--- config.mk ---
export PLATFORM = sky130hd
export DESIGN_NAME = spi_csr_block
export DESIGN_NICKNAME = d
export VERILOG_FILES = /design/src/rtl/spcsr_pkg.sv /design/src/rtl/spcsr_decode.sv /design/src/rtl/spcsr_status.sv /design/src/rtl/spi_csr_block.sv
export SDC_FILE = /design/constraint.sdc
export NUM_CORES = 1
export LEC_CHECK = 0
export BUFFER_PORTS_ARGS = -buffer_cell sky130_fd_sc_hd__buf_2
export CORE_MARGIN = 10
export CORE_UTILIZATION = 42
export CTS_CLUSTER_DIAMETER = 30
export DETAILED_ROUTE_END_ITERATION = 8
export GPL_ROUTABILITY_DRIVEN = 0
export PLACE_DENSITY = 0.71
export SYNTH_ARGS = -nofsm -noshare
export SYNTH_HDL_FRONTEND = slang
export SYNTH_SLANG_ARGS = --single-unit
--- constraint.sdc ---
create_clock -name clk -period 2.6 [get_ports clk]
set_input_delay 0.52 -clock clk [delete_from_list [all_inputs] [get_ports clk]]
set_output_delay 0.52 -clock clk [all_outputs]
set_load 0.01 [all_outputs]
--- src/rtl/spcsr_pkg.sv ---
package spcsr_pkg;

    // Register slots (offset = slot * 4)
    localparam int SLOT_CTL  = 0;
    localparam int SLOT_FLG  = 1;
    localparam int SLOT_STAT = 2;
    localparam int SLOT_TX   = 3;
    localparam int SLOT_RX   = 4;
    localparam int SLOT_DIV  = 5;
    localparam int SLOT_SHD  = 6;

    // Status bit positions
    localparam int ST_DONE  = 0;
    localparam int ST_MODF  = 1;
    localparam int ST_TXE   = 2;
    localparam int ST_TXF   = 3;
    localparam int ST_RBSY  = 4;
    localparam int ST_RXF   = 5;
    localparam int ST_TXCOL = 6;
    localparam int STAT_W   = 7;

    localparam logic [STAT_W-1:0] STAT_W1C_MASK = 7'b1010110;

    localparam int CTL_EN_BIT = 14;
    localparam logic [1:0] SIZE_HALF = 2'b01;

    typedef enum logic [1:0] {
        FLT_NONE     = 2'd0,
        FLT_SIZE     = 2'd1,
        FLT_UNMAPPED = 2'd2
    } fault_e;

    typedef enum logic [1:0] {
        RSP_IDLE  = 2'd0,
        RSP_DONE  = 2'd1,
        RSP_FAULT = 2'd2
    } rsp_e;

    typedef enum logic [1:0] {
        TRIG_ON_RX_READ  = 2'b00,
        TRIG_ON_TX_WRITE = 2'b01
    } trig_mode_e;

endpackage

--- src/rtl/spcsr_decode.sv ---
module spcsr_decode
    import spcsr_pkg::*;
#(
    parameter int ADDR_W      = 5,
    parameter int NUM_REGS    = 7,
    parameter int STRIDE_LOG2 = 2,
    parameter int SLOT_W      = 3
) (
    input  logic              rd,
    input  logic              wr,
    input  logic [ADDR_W-1:0] addr,
    input  logic [1:0]        size,
    output logic              access,
    output logic              hit,
    output logic [SLOT_W-1:0] slot,
    output fault_e            fault
);
    localparam int IDX_W = ADDR_W - STRIDE_LOG2;

    logic [IDX_W-1:0] idx;
    logic             aligned;
    logic             in_range;

    always_comb begin
        access   = rd | wr;
        idx      = addr[ADDR_W-1:STRIDE_LOG2];
        aligned  = (addr[STRIDE_LOG2-1:0] == '0);
        in_range = ({1'b0, idx} < (IDX_W+1)'(NUM_REGS));
        slot     = SLOT_W'(idx);
        if (!access)
            fault = FLT_NONE;
        else if (size != SIZE_HALF)
            fault = FLT_SIZE;          // size check outranks the map check
        else if (!(aligned && in_range))
            fault = FLT_UNMAPPED;
        else
            fault = FLT_NONE;
        hit = access && (fault == FLT_NONE);
    end
endmodule

--- src/rtl/spcsr_status.sv ---
module spcsr_status
    import spcsr_pkg::*;
#(
    parameter logic [STAT_W-1:0] RESET_VAL = 7'h01
) (
    input  logic              clk,
    input  logic              rst_n,
    input  logic              w1c_en,
    input  logic [STAT_W-1:0] w1c_data,
    input  logic              tx_trig,
    input  logic              rx_trig,
    input  logic [STAT_W-1:0] hw_set,
    output logic [STAT_W-1:0] stat_q
);
    logic [STAT_W-1:0] stat_nxt;

    always_comb begin
        stat_nxt = stat_q;
        if (w1c_en)
            stat_nxt = stat_nxt & ~(w1c_data & STAT_W1C_MASK);
        if (tx_trig) begin
            stat_nxt[ST_RXF] = 1'b1;
            stat_nxt[ST_TXF] = 1'b0;
        end
        if (rx_trig) begin
            stat_nxt[ST_RXF] = 1'b0;
            stat_nxt[ST_TXF] = 1'b0;
        end
        stat_nxt = stat_nxt | hw_set;
    end

    always_ff @(posedge clk) begin
        if (!rst_n) stat_q <= RESET_VAL;
        else        stat_q <= stat_nxt;
    end

    // a bus write leaves the protected bits alone
    assert_protected_bits_R6: assert property (@(posedge clk) disable iff (!rst_n)
        (w1c_en && !tx_trig && !rx_trig && hw_set == '0) |=>
        (stat_q[ST_DONE] == $past(stat_q[ST_DONE]) &&
         stat_q[ST_TXF]  == $past(stat_q[ST_TXF]) &&
         stat_q[ST_RXF]  == $past(stat_q[ST_RXF])));

    // a written 1 clears a clearable bit unless a set arrives
    assert_w1c_clears_R7: assert property (@(posedge clk) disable iff (!rst_n)
        (w1c_en && hw_set == '0) |=>
        ((stat_q & $past(w1c_data & STAT_W1C_MASK)) == '0));

    // transmit trigger marks the receive buffer full and the transmit buffer free
    assert_tx_trigger_R8: assert property (@(posedge clk) disable iff (!rst_n)
        (tx_trig && !hw_set[ST_TXF]) |=> (stat_q[ST_RXF] && !stat_q[ST_TXF]));

    // receive trigger drops both buffer flags
    assert_rx_trigger_R9: assert property (@(posedge clk) disable iff (!rst_n)
        (rx_trig && !hw_set[ST_TXF] && !hw_set[ST_RXF]) |=>
        (!stat_q[ST_RXF] && !stat_q[ST_TXF]));

    // a requested set always lands
    assert_set_wins_R11: assert property (@(posedge clk) disable iff (!rst_n)
        (hw_set != '0) |=> ((stat_q & $past(hw_set)) == $past(hw_set)));
endmodule

--- src/rtl/spi_csr_block.sv ---
module spi_csr_block
    import spcsr_pkg::*;
#(
    parameter int          ADDR_W      = 5,
    parameter int          DATA_W      = 16,
    parameter int          NUM_REGS    = 7,
    parameter int          STRIDE_LOG2 = 2,
    parameter logic [15:0] CTL_RST     = 16'h0400,
    parameter logic [15:0] FLG_RST     = 16'hFF00,
    parameter logic [15:0] STAT_RST    = 16'h0001
) (
    input  logic              clk,
    input  logic              rst_n,
    input  logic              bus_rd,
    input  logic              bus_wr,
    input  logic [ADDR_W-1:0] bus_addr,
    input  logic [1:0]        bus_size,
    input  logic [DATA_W-1:0] bus_wdata,
    output logic [DATA_W-1:0] bus_rdata,
    output logic              bus_ack,
    output logic              bus_err,
    output logic [1:0]        bus_fault,
    input  logic [STAT_W-1:0] hw_set,
    output logic [DATA_W-1:0] status_word
);
    localparam int SLOT_W = $clog2(NUM_REGS);

    function automatic logic [DATA_W-1:0] slot_rst(input int s);
        if (s == SLOT_CTL) return DATA_W'(CTL_RST);
        if (s == SLOT_FLG) return DATA_W'(FLG_RST);
        return '0;
    endfunction

    logic                             access;
    logic                             hit;
    logic [SLOT_W-1:0]                slot;
    fault_e                           fault;
    logic                             rd_eff;
    logic                             wr_hit;
    logic                             rd_hit;
    logic [NUM_REGS-1:0][DATA_W-1:0]  reg_q;
    logic [STAT_W-1:0]                stat_q;
    logic                             trig_en;
    logic [1:0]                       trig_mode;
    logic                             tx_trig;
    logic                             rx_trig;
    logic                             w1c_en;
    rsp_e                             rsp_q;
    rsp_e                             rsp_nxt;
    logic [DATA_W-1:0]                rdata_q;
    logic [DATA_W-1:0]                rdata_nxt;
    fault_e                           fault_q;

    assign rd_eff = bus_rd & ~bus_wr;

    spcsr_decode #(
        .ADDR_W(ADDR_W), .NUM_REGS(NUM_REGS),
        .STRIDE_LOG2(STRIDE_LOG2), .SLOT_W(SLOT_W)
    ) i_decode (
        .rd(rd_eff), .wr(bus_wr), .addr(bus_addr), .size(bus_size),
        .access(access), .hit(hit), .slot(slot), .fault(fault)
    );

    assign wr_hit = hit & bus_wr;
    assign rd_hit = hit & rd_eff;

    // Plain storage, one flop group per slot; the status slot is a hole
    for (genvar i = 0; i < NUM_REGS; i++) begin : g_slot
        if (i == SLOT_STAT) begin : g_hole
            assign reg_q[i] = '0;
        end else begin : g_store
            logic [DATA_W-1:0] q;
            always_ff @(posedge clk) begin
                if (!rst_n)
                    q <= slot_rst(i);
                else if (wr_hit && slot == SLOT_W'(i))
                    q <= bus_wdata;
            end
            assign reg_q[i] = q;
        end
    end

    assign trig_en   = reg_q[SLOT_CTL][CTL_EN_BIT];
    assign trig_mode = reg_q[SLOT_CTL][1:0];
    assign tx_trig   = wr_hit && slot == SLOT_W'(SLOT_TX) && trig_en
                       && trig_mode == TRIG_ON_TX_WRITE;
    assign rx_trig   = rd_hit && slot == SLOT_W'(SLOT_RX) && trig_en
                       && trig_mode == TRIG_ON_RX_READ;
    assign w1c_en    = wr_hit && slot == SLOT_W'(SLOT_STAT);

    spcsr_status #(.RESET_VAL(STAT_RST[STAT_W-1:0])) i_status (
        .clk(clk), .rst_n(rst_n),
        .w1c_en(w1c_en), .w1c_data(bus_wdata[STAT_W-1:0]),
        .tx_trig(tx_trig), .rx_trig(rx_trig),
        .hw_set(hw_set), .stat_q(stat_q)
    );

    assign status_word = {{(DATA_W-STAT_W){1'b0}}, stat_q};

    // Response machine: next state
    always_comb begin
        rsp_nxt = RSP_IDLE;
        if (access) begin
            unique case (fault)
                FLT_NONE:     rsp_nxt = RSP_DONE;
                FLT_SIZE:     rsp_nxt = RSP_FAULT;
                FLT_UNMAPPED: rsp_nxt = RSP_FAULT;
                default:      rsp_nxt = RSP_FAULT;
            endcase
        end
    end

    always_comb begin
        rdata_nxt = '0;
        if (rd_hit)
            rdata_nxt = (slot == SLOT_W'(SLOT_STAT)) ? status_word : reg_q[slot];
    end

    // State register with its response payload
    always_ff @(posedge clk) begin
        if (!rst_n) begin
            rsp_q   <= RSP_IDLE;
            rdata_q <= '0;
            fault_q <= FLT_NONE;
        end else begin
            rsp_q   <= rsp_nxt;
            rdata_q <= rdata_nxt;
            fault_q <= fault;
        end
    end

    // Outputs decoded from the state
    always_comb begin
        bus_ack   = 1'b0;
        bus_err   = 1'b0;
        bus_fault = FLT_NONE;
        unique case (rsp_q)
            RSP_IDLE:  ;
            RSP_DONE:  bus_ack = 1'b1;
            RSP_FAULT: begin
                bus_err   = 1'b1;
                bus_fault = fault_q;
            end
            default:   ;
        endcase
    end
    assign bus_rdata = rdata_q;

    // an accepted strobe is acknowledged in the next cycle
    assert_ack_follows_hit_R2: assert property (@(posedge clk) disable iff (!rst_n)
        hit |=> (bus_ack && !bus_err));

    // an illegal size is answered with reason 1
    assert_size_fault_R4: assert property (@(posedge clk) disable iff (!rst_n)
        ((bus_rd || bus_wr) && bus_size != SIZE_HALF) |=>
        (bus_err && bus_fault == 2'd1));

    // a halfword beyond the last register is answered with reason 2
    assert_unmapped_fault_R5: assert property (@(posedge clk) disable iff (!rst_n)
        ((bus_rd || bus_wr) && bus_size == SIZE_HALF &&
         {1'b0, bus_addr} >= (ADDR_W+1)'(NUM_REGS << STRIDE_LOG2)) |=>
        (bus_err && bus_fault == 2'd2));

    // a rejected access leaves the control register and status untouched
    assert_reject_no_effect_R5: assert property (@(posedge clk) disable iff (!rst_n)
        (access && !hit && hw_set == '0) |=>
        ($stable(reg_q[SLOT_CTL]) && $stable(status_word)));
endmodule

== After elaboration in Yosys (flattened, before gate mapping) ==
Cells that the tools add are included.
Operators by class
  reduce and logical (&&, ||, !) cells: 21
  equality and inequality tests: 10
  $lt $le $gt $ge: 2
  bitwise operators: 10
  mux-type cells: 15
Operator list (number)
  $bmux 16 s3: 1
  $mux 16: 1
  $logic_and 1x1->1: 14
  $mux 7: 2
  $mux 2: 5
  $eq 3x3->1 const B: 3
  $and 7x7->7: 1
  $not 7->7: 1
  $or 7x7->7: 1
  $eq 3x2->1 const B: 2
  $logic_not 2->1: 3
  $mux 1: 6
  $eq 2x1->1 const B: 2
  $lt 3x4->1 const B: 1
  $reduce_and 2->1: 2
  $and 1x1->1: 3
  $eq 3x1->1 const B: 1
  $logic_not 3->1: 1
  $lt 3x3->1 const B: 1
  $not 1->1: 3
  $reduce_or 3->1: 1
  $eq 2x2->1 const B: 1
  $ne 2x1->1 const B: 1
  $or 1x1->1: 1
Word-level totals
  bits in registers: 123
  input bits: 34
  word-level logic and storage cells: 69

== Longest topological paths before layout ==
Gate-level depths: netlist of the first run.
  depth after elaboration: 14
  gate-level depth with buffers: 7
  mapped depth without buffers: 4

== By module ==
From an unflattened synthesis of the first run, not the netlist that was laid out.
Second synthesis, totals
  cell total of the unflattened synthesis: 648
  area total of the unflattened synthesis: 5798.1 µm²
By module, submodules not included
  spi_csr_block: cells an instance 612, instances 1, sequential area each 2322.2 µm², area each 5477.8 µm²
  spcsr_status: cells an instance 26, instances 1, sequential area each 140.1 µm², area each 245.2 µm²
  spcsr_decode: cells an instance 10, instances 1, sequential area each 0.0 µm², area each 75.1 µm²

== Least setup slack after synthesis of the first run ==
OpenSTA, ideal clock, no wires.
  path kind: input to register
  from: input port bus_size[1]
  to: register i_status.stat_q[5]
  data arrival time: 1668 ps
  setup slack: 810 ps
  stages: 5
  data required time: 2478 ps
  cell sequence: nor4b_4 buf_6 nand2_2 or4_1 o311a_1
Between the ends
  longest elaborated chain between the ends: 12
  elaborated cells between the ends (all ways): 18
  those cells by class: eq/ne (1); mux (5); bitwise (3); reduce/logical (9)
Ends and longest elaborated chain
  from (decl): RTL line spi_csr_block.sv:17  | input logic [1:0] bus_size,
  $ne 2x1->1 (*): RTL line spcsr_decode.sv:32  | else if (size != SIZE_HALF)
  $mux 2 (*): RTL line spcsr_decode.sv:32
  $mux 2 (*): RTL line spcsr_decode.sv:30  | if (!access)
  $logic_not 2->1 (*): RTL line spcsr_decode.sv:38  | hit = access && (fault == FLT_NONE);
  $logic_and 1x1->1 (*): RTL line spcsr_decode.sv:38
  $and 1x1->1: RTL line spi_csr_block.sv:64  | assign wr_hit = hit & bus_wr;
  $logic_and 1x1->1 (2 in series): RTL line spi_csr_block.sv:85  | assign tx_trig = wr_hit && slot == SLOT_W'(SLOT_TX) && trig_en
  $logic_and 1x1->1: RTL line spi_csr_block.sv:86  | && trig_mode == TRIG_ON_TX_WRITE;
  $mux 1: RTL line spcsr_status.sv:21  | if (tx_trig) begin
  $mux 1 (*): RTL line spcsr_status.sv:25  | if (rx_trig) begin
  $or 7x7->7 (*): RTL line spcsr_status.sv:29  | stat_nxt = stat_nxt | hw_set;
  to (signal assigned): RTL line spcsr_status.sv:34  | else stat_q <= stat_nxt;
  to (decl): RTL line spcsr_status.sv:13  | output logic [STAT_W-1:0] stat_q
Mark *: on every way between the ends. The rest lies on a longest branch, timed or not.
A chain may end at the register's enable or synchronous reset.

== Worst setup path in the final report of the first run ==
  from: input port bus_addr[3]
  to: register rdata_q[6] (netlist: bus_rdata[6])
Between the ends
  longest elaborated chain between the ends: 9
  elaborated cells between the ends (all ways): 13
  those cells by class: order compare (1); eq/ne (1); mux (6); bitwise (1); reduce/logical (4)
Ends and longest elaborated chain
  from (decl): RTL line spi_csr_block.sv:16  | input logic [ADDR_W-1:0] bus_addr,
  $lt 3x3->1: RTL line spcsr_decode.sv:28  | in_range = ({1'b0, idx} < (IDX_W+1)'(NUM_REGS));
  $logic_and 1x1->1: RTL line spcsr_decode.sv:34  | else if (!(aligned && in_range))
  $mux 2: RTL line spcsr_decode.sv:34
  $mux 2: RTL line spcsr_decode.sv:32
  $mux 2: RTL line spcsr_decode.sv:30
  $logic_not 2->1: RTL line spcsr_decode.sv:38
  $logic_and 1x1->1: RTL line spcsr_decode.sv:38
  $and 1x1->1: RTL line spi_csr_block.sv:65  | assign rd_hit = hit & rd_eff;
  $reduce_and 2->1 (no source line)
  to (signal assigned): RTL line spi_csr_block.sv:127  | rdata_q <= rdata_nxt;
  to (decl): RTL line spi_csr_block.sv:50  | logic [DATA_W-1:0] rdata_q;
Parallel ways exist; a longest one is shown, timed or not. The select of a mux whose other input is x is not followed.

==> impl_results.md, run 1 <==
* Outcome: finished clean
* Crit end category: flip-flop
* GRT overflow at 0
* Critical R2R Launch: g_slot[0].g_store.q[14]
* Tightest Hold Check Type: in2reg
* Fill count at 1,088
* Synthesis-stage register bit count at 123
* Die Wd at 131 um
* Layout cells sized above 1 at 0.210
* GRT Resource Usage Total at 0.158
* Placed Area at 0.00562 sq mm
* Pwr Total at 4500 uW
* Yosys cell types at 45
* Initial Util at 0.431
* Fin. max-slew vios at 0
* Setup_tns at 0 ns
* WP data required at 2.86 ns
* Die ar. at approximately 0.017 sq mm
* Core area at between 0.01 and 0.015 sq mm
* Buffer levels on the longest clock path at 2
* Peak supply drop at 0.322 mV
* Antenna-violating nets left at 0
* Metal1 wirelength at 5890 um
* Leading area contributor after synthesis: dfxtp_1
* Syn Inst Count at between 500 and 600
* FF+latch area at 0.00246 sq mm
* Crit path arrival time at slightly below 2 ns
* Vias in the first global route at around 4,300
* Lkg Pwr at ~0.0025 uW
* Synth Area in Compound Gates at 0.134
* Adder-cell share of the synthesized area at 0
* Tcrit/Tclk final at 0.662
* Row count at 40
* Met2 wire len at 6800 um
* Initial DRC Count at 358
* CP Class: in2reg
* Simple-gate area share of the yosys netlist at 0.188
* Post-route cell area at 0.00622 sq mm
* WL final at 13,700 um
* CTS tree: built
* DRT Pass-1 Iters at 5
* Vias post-DR at 4,251
* Flop-to-flop setup slack at approximately 1.1 ns
* Register area share after synthesis at 0.474
* Die H at 131 um
* Mux cell area share after synthesis at 0.143
* Setup ws final at 0.878 ns
* Vias per cell at between 5 and 6
* Sw frac at 0.214
* Critical path startpoint: bus_addr[3]
* WP buf/inv at 2
* Fin crit period at 1.72 ns
* Clock transition at path regs at 0.05 ns
* FFs w/ async S/R, synth at 0
* Later-pin clock latency in the skew report at 0.42 ns
* Nets at 643
* Root buffer cell: clkbuf_16
* Final non-filler cell total at approximately 790
* Critical Path Fanout Max at 16
* Multi-input gate area at 0.00246 sq mm
* Max Cap Viol at 0
* IO Pins at 70
* Clk sinks at 123
* Clock share of power at 0.522
* RSZ-0062 raised after global routing: no
* Flop pwr share at 0.425
* Largest net degree at the start of global routing at ~60
* P per Cell Area at 723 mW/mm^2
* Post-CTS setup buffers at 0
* Fmax at 581 MHz
* Drt wl/cell at 17.4 um
* Top FF cell, synth: dfxtp_1
* Slowest CP cell: buf_2
* Startpoint Class: input pin
* Synth top area share at 0.474
* Syn_area_per_cell at 9.38 sq um
* Xor/xnor share of the synthesized area at 0.00168
* DP HPWL at 9760 um
* Pre-CTS WS at 0.484 ns
* Top cells by area, synth: dfxtp_1 (47%), mux2i_1 (10%), nand3_1 (5.6%)
* Initial antenna violation count at 1
* Post-CTS sizing at 0
* Final Skew at 0.0111 ns
* Cell chain of the critical path: buf_2, buf_4, mux2i_1, nor2_1, a221oi_1, a211oi_1
* CTS Hold Bufs at 0
* Hold Fails Final Rpt at 0
* DRC Markers at 0
* Internal cell power at 3540 uW
* WL met3 at 637 um
* Max incr delay on CP at around 0.35 ns
* Yosys warning total at 0
* Delay-heaviest family, CP: buffers and inverters
* TritonCTS Buffers at 17
* Comb pwr share at 0.054
* Largest family of logic cells by synthesized area: simple AND/OR/NAND/NOR gates
* EDFF count, synth at 0
* Placed Cells at 758
* DR top layer: met4
* Switch Pwr at 962 uW
* Synthesized area at 0.00520 sq mm
* Min-delay src: bus_size[0]
* H-tree Lvls at 4
* PortBufs at 60
* Layout area overhead at 19.7%
* # setup viols final at 0
* First-pass GRT wire length at about 22,000 um
-- worst paths after layout --
path / to / depth (start not counted)
setup / recovery: bus_rdata[6] / 6
hold / removal: fault_q[0] / 2
setup reg to reg: i_status.stat_q[5] / 3
hold reg to reg: g_slot[1].g_store.q[5] / 2
-- cells by family after synthesis --
kind of cell	after synthesis
DFF	123
buffers and inverters	59
muxes	67
other	1
AOI/OAI and AO/OA	112
xor gates and xnor gates	1
and+or+nand+nor	191
-- worst reg2reg max path: cells and delay by family (launching register included) --
family           cells  cell delay (ns)
AND/OR/NAND/NOR      2             0.89
flip-flops           1             0.40
AO/OA/AOI/OAI        1             0.13
-- cell usage in the layout, fill, tap and decap left out, types with 2 or more instances in the layout --
master	synthesis	final
a221oi_1	10	10
and2_1	2	2
bufinv_16	0	2
nor2_1	20	20
clkinvlp_4	0	2
a211oi_1	10	10
nor2b_1	38	38
o2bb2ai_1	5	5
nand3_1	58	58
nand4_1	5	5
mux4_2	5	5
clkinv_2	0	2
mux2_2	10	10
nand2_1	55	55
mux2i_1	52	52
clkbuf_8	0	6
inv_1	6	6
a22o_1	2	2
clkbuf_16	0	17
conb_1	1	9
a21oi_1	14	14
a31oi_1	4	4
a21boi_0	8	8
dfxtp_1	123	123
o21ai_0	53	53
buf_4	13	20
buf_2	5	60
and3_1	2	2
-- cells in the mapped netlist (all sizes together), types with 5 or more instances --
| master | n |
|---|---|
| dfxtp | 123 |
| nand3 | 59 |
| nand2 | 56 |
| o21ai | 53 |
| mux2i | 52 |
| nor2b | 38 |
| buf | 30 |
| clkbuf | 23 |
| nor2 | 20 |
| a21oi | 14 |
| a211oi | 10 |
| a221oi | 10 |
| mux2 | 10 |
| a21boi | 8 |
| inv | 6 |
| mux4 | 5 |
| nand4 | 5 |
| o2bb2ai | 5 |
-- layout make-up --
type | instances | share of cell area
Multi-Input combinational cell | 380 | 0.395
Antenna cell | 1 | 0.000402
Timing Repair Buffer | 81 | 0.0756
Inverter | 6 | 0.00362
Clock buffer | 24 | 0.0822
Tap cell | 168 | 0.0338
Clock inverter | 6 | 0.0137
Sequential cell | 123 | 0.396
-- power by group through the flow --
stage	sequential [uW]	clock, uW	combinational, uW
floorplan	1950	0	156
global placement	1950	0	234
detailed placement	1950	0	239
CTS	1910	2370	240
global route	1910	2450	263
finish	1910	2350	243
-- per-layer routing --
layer,vias to the layer above,track usage
met5,-,0
met4,0,0.0847
met3,28,0.0332
met2,126,0.256
met1,2040,0.192
li1,2057,-
-- metrics by stage --
step / utilization / hold slack [ns]
2_1_floorplan: - / 0.436
3_3_place_gp: 0.466 / 0.446
3_5_place_dp: 0.466 / 0.454
4_1_cts: 0.516 / 0.319
5_1_grt: 0.516 / 0.333
6_report: 0.516 / 0.330
-- state kept, by name, indices dropped and copies added (netlist names) --
register	flops
i_status.stat_q	7
fault_q	2
bus_rdata	16
g_slot.g_store.q	96
rsp_q	2
No activity file was read; power rests on OpenSTA's default activity.
==> run 2, diff against run 1 <==
--- a/config.mk
+++ b/config.mk
@@ -5,6 +5,7 @@
 export SDC_FILE = /design/constraint.sdc
 export NUM_CORES = 1
 export LEC_CHECK = 0
+export ABC_AREA = 1
 export BUFFER_PORTS_ARGS = -buffer_cell sky130_fd_sc_hd__buf_2
 export CORE_MARGIN = 10
 export CORE_UTILIZATION = 42
==> constraint.sdc (replaced) <==
create_clock -name clk -period 1.8 [get_ports clk]
set_input_delay 0.36 -clock clk [delete_from_list [all_inputs] [get_ports clk]]
set_output_delay 0.36 -clock clk [all_outputs]
set_load 0.01 [all_outputs]
==> run 2 against run 1 <==
Net effect:
- utilization increased by 0.89 points
- critical path type is now reg2out
- first-iteration DRC count grew 34%
- die area is 0.45% higher
- clock skew is 0.0059 ns lower
- critical endpoint is now bus_err
- non-clock buffer count up 9
- synthesized area grew 0.53%
- combinational power up 64%
==> impl_results.md, run 2 <==
* Fmax at 693 MHz
* Delay-heaviest family, CP: flip-flops
* Initial DRC Count at 481 (+34%)
* CTS tree: built
* Commonest non-fill, non-tap cell in the layout: nor2_1
* CTS Hold Bufs at 0 (unchanged)
* Post-CTS setup buffers at 0 (unchanged)
* FF+latch area at 0.00246 sq mm (unchanged)
* WP buf/inv at 2 (unchanged)
* Die Wd at 132 um (+0.22%)
* Syn_area_per_cell at 7.19 sq um (-23%)
* Final Skew at 0.00517 ns (-0.00592 ns)
* Tcrit/Tclk final at 0.801
* Pre-CTS WS at 0.0618 ns (-0.422 ns)
* Slowest CP cell: dfxtp_1
* PortBufs at 60 (unchanged)
* WP data required at 1.44 ns (-1.42 ns)
* Startpoint Class: flip-flop
* GRT overflow at 0 (unchanged)
* GRT Resource Usage Total at 0.173 (+0.0156)
* Synth cell count leaders: nor2_1 (162), nand2_1 (142), dfxtp_1 (123)
* Grt met1 use at 0.224 (+0.0317)
* Register area share after synthesis at 0.471 (-0.00249)
* DRT Pass-1 Iters at 5 (unchanged)
* Vias post-DR at 4,900 (+15%)
* Multi-input gate area at 0.00232 sq mm (-5.8%)
* Die ar. at 0.0173 sq mm (+0.45%)
* Layout area overhead at 21.6%
* EDFF count, synth at 0 (unchanged)
* Vias per cell at 4.99 (-7.3%)
* DP HPWL at 10,300 um (+5.8%)
* Initial Util at 0.432 (+0.000492)
* Die H at 132 um (+0.22%)
* Lkg Pwr at 0.00286 uW (+14%)
* Most frequent cells in the layout: nor2_1 (162), nand2_1 (142), dfxtp_1 (123), o21ai_0 (94), buf_2 (60)
* Critical path startpoint: rsp_q[1]
* TritonCTS Buffers at 17 (unchanged)
* Most numerous cell in the Yosys netlist: nor2_1
* Critical Path Fanout Max at 4 (-12)
* Initial antenna violation count at 0 (-1)
* Crit path arrival time at 1.08 ns (-0.90 ns)
* Fin crit period at 1.44 ns
* Tightest Hold Check Type: in2reg
* Top reg by flops: g_slot.g_store.q
* Hold Crit Depth at 3 (+1)
* IO Pins at 70 (unchanged)
* P per Cell Area at 1020 mW/mm^2 (+41%)
* Top FF cell, synth: dfxtp_1
* DRC Markers at 0 (unchanged)
* Vias in the first global route at 4,683 (+9.7%)
* Top cells by area, synth: dfxtp_1 (47%), nor2_1 (12%), nand2_1 (10%)
* Row count at 40 (unchanged)
* M3 GR Usage at 0.0450 (+0.0118)
* Hold Fails Final Rpt at 0 (unchanged)
* WL final at 15,100 um (+10%)
* Leading area contributor after synthesis: dfxtp_1
* Layout cells sized above 1 at 0.177 (-0.0326)
* Synth top area share at 0.471 (-0.00249)
* Nets at 834 (+30%)
* Later-pin clock latency in the skew report at 0.42 ns (about the same)
* # setup viols final at 0 (unchanged)
* Synthesis-stage register bit count at 123 (unchanged)
* Crit end category: output port
* First-pass GRT wire length at 24,500 um (+9.8%)
* Syn Inst Count at 727 (+31%)
* Yosys cell types at 33 (-27%)
* Yosys warning total at 0 (unchanged)
* Buffer levels on the longest clock path at 2 (unchanged)
* Clock transition at path regs at 0.06 ns (about the same)
* Crit path depth at 3 (-3)
* Fin. max-slew vios at 0 (unchanged)
* Critical R2R Launch: g_slot[1].g_store.q[15]
* Fill count at 1,198 (+10%)
* Post-CTS sizing at 0 (unchanged)
* Antenna-violating nets left at 0 (unchanged)
* Clk sinks at 123 (unchanged)
* Max incr delay on CP at 0.36 ns (about the same)
* Drt wl/cell at 15.4 um (-12%)
* Cell chain of the critical path: inv_1, nor2_1, buf_2
* Core area at 0.0121 sq mm (+0.41%)
* Largest net degree at the start of global routing at 83 (+36%)
* CP Class: reg2out
* RSZ-0062 raised after global routing: no
* Reg2reg path depth at 4 (+1)
* FFs w/ async S/R, synth at 0 (unchanged)
* Setup_tns at 0 ns (unchanged)
* Max reg flops at 96 (unchanged)
* GRT busiest layer: met2
* Outcome: finished clean
* Flop-to-flop setup slack at 0.78 ns (-0.29 ns)
* Min-delay src: hw_set[0]
* H-tree Lvls at 4 (unchanged)
* Max Cap Viol at 0 (unchanged)
* Root buffer cell: clkbuf_16
* GR Util met2 at 0.273 (+0.0168)
* Peak supply drop at 0.513 mV (+59%)
* Setup ws final at 0.358 ns (-0.520 ns)
* N_diodes at 0 (-1)
* Synthesized area at 0.00523 sq mm (+0.53%)
run 2: cell types whose count changed after synthesis, moves of 38 or more:
cell	delta
nor2_1	+142
nand2_1	+87
mux2i_1	-52
inv_1	+42
o21ai_0	+41
nor2b_1	-38
run 2: worst paths after layout:
check | endpoint
setup reg to reg | bus_rdata[15]
setup / recovery | bus_err
hold / removal | i_status.stat_q[0]
hold reg to reg | g_slot[0].g_store.q[15]
run 2: cell families after synthesis:
logic type | count (synthesis) | synth area share
AO/OA/AOI/OAI | 145 | 0.147
buffers and inverters | 99 | 0.0912
flip-flops | 123 | 0.471
other | 1 | 0.000718
AND/OR/NAND/NOR | 359 | 0.290
run 2: final cells by class:
type,count,share of cell area
clock buffers,18,0.0675
repair buffers,90,0.0905
inverters,55,0.0337
multi-input cells,513,0.364
flip-flops and latches,123,0.387
well taps,168,0.0331
clock inverters,14,0.0234
run 2: through the flow:
stage | hold WS [ns] | util | cell area [sq um] | power (uW) | cells
global placement | 0.432 | 0.477 | 5780 | 3210 | 949
floorplan | 0.425 | - | 5260 | 3040 | 735
global route | 0.139 | 0.525 | 6360 | 6650 | 981
detailed placement | 0.439 | 0.477 | 5780 | 3210 | 949
CTS | 0.125 | 0.525 | 6360 | 6480 | 981
finish | 0.125 | 0.525 | 6360 | 6460 | 981
run 2: routing by layer:
metal / share of wire / up-vias
li1: - / 2457
met1: 0.44 / 2235
met2: 0.46 / 178
met3: 0.075 / 30
met4: 0.021 / 0
met5: 0 / -
run 2: power breakdown:
group	internal, uW	switching, uW	leakage, uW	total [uW]
combinational	132	266	0.00159	398
sequential	2750	12.5	0.000994	2760
clock	2040	1270	0.000272	3310
run 2: tightest hold or removal path, stage by stage:
cell and delay, ns:
buf_2 0.07, nor2_1 0.03, nand2_1 0.04
==> run 3, diff against run 2 <==
--- a/config.mk
+++ b/config.mk
@@ -5,14 +5,14 @@
 export SDC_FILE = /design/constraint.sdc
 export NUM_CORES = 1
 export LEC_CHECK = 0
-export ABC_AREA = 1
+export ABC_AREA = 0
 export BUFFER_PORTS_ARGS = -buffer_cell sky130_fd_sc_hd__buf_2
 export CORE_MARGIN = 10
 export CORE_UTILIZATION = 42
 export CTS_CLUSTER_DIAMETER = 30
 export DETAILED_ROUTE_END_ITERATION = 8
 export GPL_ROUTABILITY_DRIVEN = 0
-export PLACE_DENSITY = 0.71
+export PLACE_DENSITY = 0.74
 export SYNTH_ARGS = -nofsm -noshare
 export SYNTH_HDL_FRONTEND = slang
 export SYNTH_SLANG_ARGS = --single-unit
==> constraint.sdc (replaced) <==
create_clock -name clk -period 1.3 [get_ports clk]
set_input_delay 0.26 -clock clk [delete_from_list [all_inputs] [get_ports clk]]
set_output_delay 0.26 -clock clk [all_outputs]
set_load 0.01 [all_outputs]
==> run 3 against run 2 <==
Net effect:
- sequential share of layout area shrank 2.6 points
- global-route usage shrank 1.0 points
- via count shrank 10%
- the flow now finishes with violations (negative setup slack)
- wire length shrank 2.2%
- critical path type unchanged
- largest cell class is now multi-input combinational cells
- die area shrank 0.45%
- flip-flop and latch count is the same
- utilization grew 4.2 points
- clock power grew 38%
- highest routed layer is now met5
==> impl_results.md, run 3 (same netlist as run 1, synthesis figures left out) <==
* Outcome: complete, but fails checks
* Placed Cells at 787 (-17%)
* WL final at 14,700 um (-2.2%)
* Lkg Pwr at 0.00278 uW (-2.7%)
* Nets at 681 (-18%)
* WHS Endpoint: i_status.stat_q[0]
* Later-pin clock latency in the skew report at 0.42 ns (about the same)
* Critical Path Fanout Max at 3 (-1)
* H-tree Lvls at 4 (unchanged)
* Crit path arrival time at 1.13 ns (+0.05 ns)
* WP buf/inv at 1 (-1)
* Root buffer cell: clkbuf_16
* N_diodes at 0 (unchanged)
* Tcrit/Tclk final at 1.07
* Hold Crit Depth at 3 (unchanged)
* Top reg by flops: g_slot.g_store.q
* Fin crit period at roughly 1.4 ns
* DRT Pass-1 Iters at 5 (unchanged)
* Commonest non-fill, non-tap cell in the layout: dfxtp_1
* Hold Fails Final Rpt at 0 (unchanged)
* Max Cap Viol at 0 (unchanged)
* Vias in the first global route at 4,619 (-1.4%)
* DRC Markers at 0 (unchanged)
* Initial Util at 0.431 (-0.000492)
* Flop-to-flop setup slack at -0.06 ns (-0.84 ns)
* Final Skew at 0.0103 ns (+0.00514 ns)
* Fill count at 1,013 (-15%)
* Failing checks: negative setup slack
* PortBufs at 60 (unchanged)
* RSZ-0062 raised after global routing: yes
* Die ar. at 0.0172 sq mm (-0.45%)
* Reg2reg path depth at 3 (-1)
* Max reg flops at 96 (unchanged)
* Setup ws final at -0.0907 ns (-0.449 ns)
* Startpoint Class: flip-flop
* IO Pins at 70 (unchanged)
* Clk sinks at 123 (unchanged)
* Peak supply drop at 1.05 mV (+110%)
* CP Class: reg2out
* Cell chain of the critical path: nor2b_4, and2_1, buf_2
* Core area at 0.0121 sq mm (-0.41%)
* Die H at 131 um (-0.22%)
* Layout cells sized above 1 at 0.308 (+0.131)
* Vias per cell at 5.33 (+6.7%)
* Drt wl/cell at 17.8 um (+16%)
* Max incr delay on CP at 0.32 ns (-0.04 ns)
* TritonCTS Buffers at 17 (unchanged)
* Die Wd at 131 um (-0.22%)
* Slowest CP cell: dfxtp_2
* Row count at 40 (unchanged)
* Most frequent cells in the layout: dfxtp_1 (118), buf_2 (58), nand2_1 (55), mux2i_1 (52), buf_4 (44)
* DP HPWL at 9860 um (-4.5%)
* Buffer levels on the longest clock path at 2 (unchanged)
* Pre-CTS WS at -0.388 ns (-0.450 ns)
* GRT Resource Usage Total at 0.163 (-0.0100)
* Final non-filler cell total at 827 (-16%)
* Crit end category: output port
* Clock transition at path regs at 0.05 ns (about the same)
* Antenna-violating nets left at 0 (unchanged)
* Min-delay src: hw_set[0]
* P per Cell Area at 1310 mW/mm^2 (+29%)
* WP data required at 1.04 ns (-0.40 ns)
* Fin Hold WS at 0.0410 ns (-0.0840 ns)
* Fmax at 719 MHz
* Layout area overhead at 31.6%
* First-pass GRT wire length at 23,000 um (-6.2%)
* Tightest Hold Check Type: in2reg
* # setup viols final at 3 (+3)
* Vias post-DR at 4,407 (-10%)
* Fin. max-slew vios at 0 (unchanged)
* Reg2reg end: i_status.stat_q[5]
* GRT overflow at 0 (unchanged)
* Initial antenna violation count at 1 (+1)
* Initial DRC Count at 313 (-35%)
* Critical R2R Launch: g_slot[0].g_store.q[14]
* Largest net degree at the start of global routing at 74 (-11%)
* Critical path startpoint: rsp_q[1]
* Delay-heaviest family, CP: flip-flops
* CTS tree: built
run 3: layer usage:
metal | routed length, um | vias up | share of wire | global-route usage
met2 | 7290 | 157 | 0.49 | 0.274
met1 | 6140 | 2095 | 0.42 | 0.181
met3 | 1040 | 21 | 0.071 | 0.0682
li1 | - | 2132 | - | -
met4 | 251 | 2 | 0.017 | 0.0587
met5 | 12 | - | 0.00081 | 0
run 3: stage by stage:
stage	area [sq um]	power, uW	util	setup TNS, ns
after global placement	6090	4470	0.505	-33.07
after detailed placement	6090	4480	0.505	-36.47
after floorplan	5440	4230	-	-5.71
final	6840	8980	0.567	-0.238
after global routing	6840	9260	0.567	-0.469
after CTS	6680	9020	0.554	-0.277
run 3: area by class of cell:
type	instances	area (sq um)	area share
multi-input cells	380	2620	0.382
flip-flops and latches	123	2470	0.361
repair buffers	119	955	0.140
clock buffers	23	478	0.0699
well taps	168	210	0.0307
clock inverters	8	92.6	0.0135
inverters	6	22.5	0.00329
run 3: worst min-delay path: cells and delay by family:
kind | cells | cell delay (ns)
buffers and inverters | 1 | 0.08
and+or+nand+nor | 2 | 0.09
run 3: worst max-delay path by stage:
stage	end	cells past startpoint
2_1_floorplan	i_status.stat_q[5]	5
3_3_place_gp	g_slot[3].g_store.q[2]	7
3_5_place_dp	g_slot[3].g_store.q[1]	7
4_1_cts	bus_fault[1]	3
5_1_grt	bus_fault[0]	3
6_report	bus_fault[0]	3
run 3: report_power, final:
group	internal, uW	total [uW]	leakage, uW	switching, uW
combinational	250	600	0.00150	350
clock	2940	4560	0.000283	1620
sequential	3800	3820	0.000995	18.4
run 3: repair_timing:
item,in CTS,in global routing
pin swaps,2,4
gates cloned,0,4
gates resized for setup,6,9
setup endpoints to repair,4,36
setup buffers,0,5
hold buffers,0,0
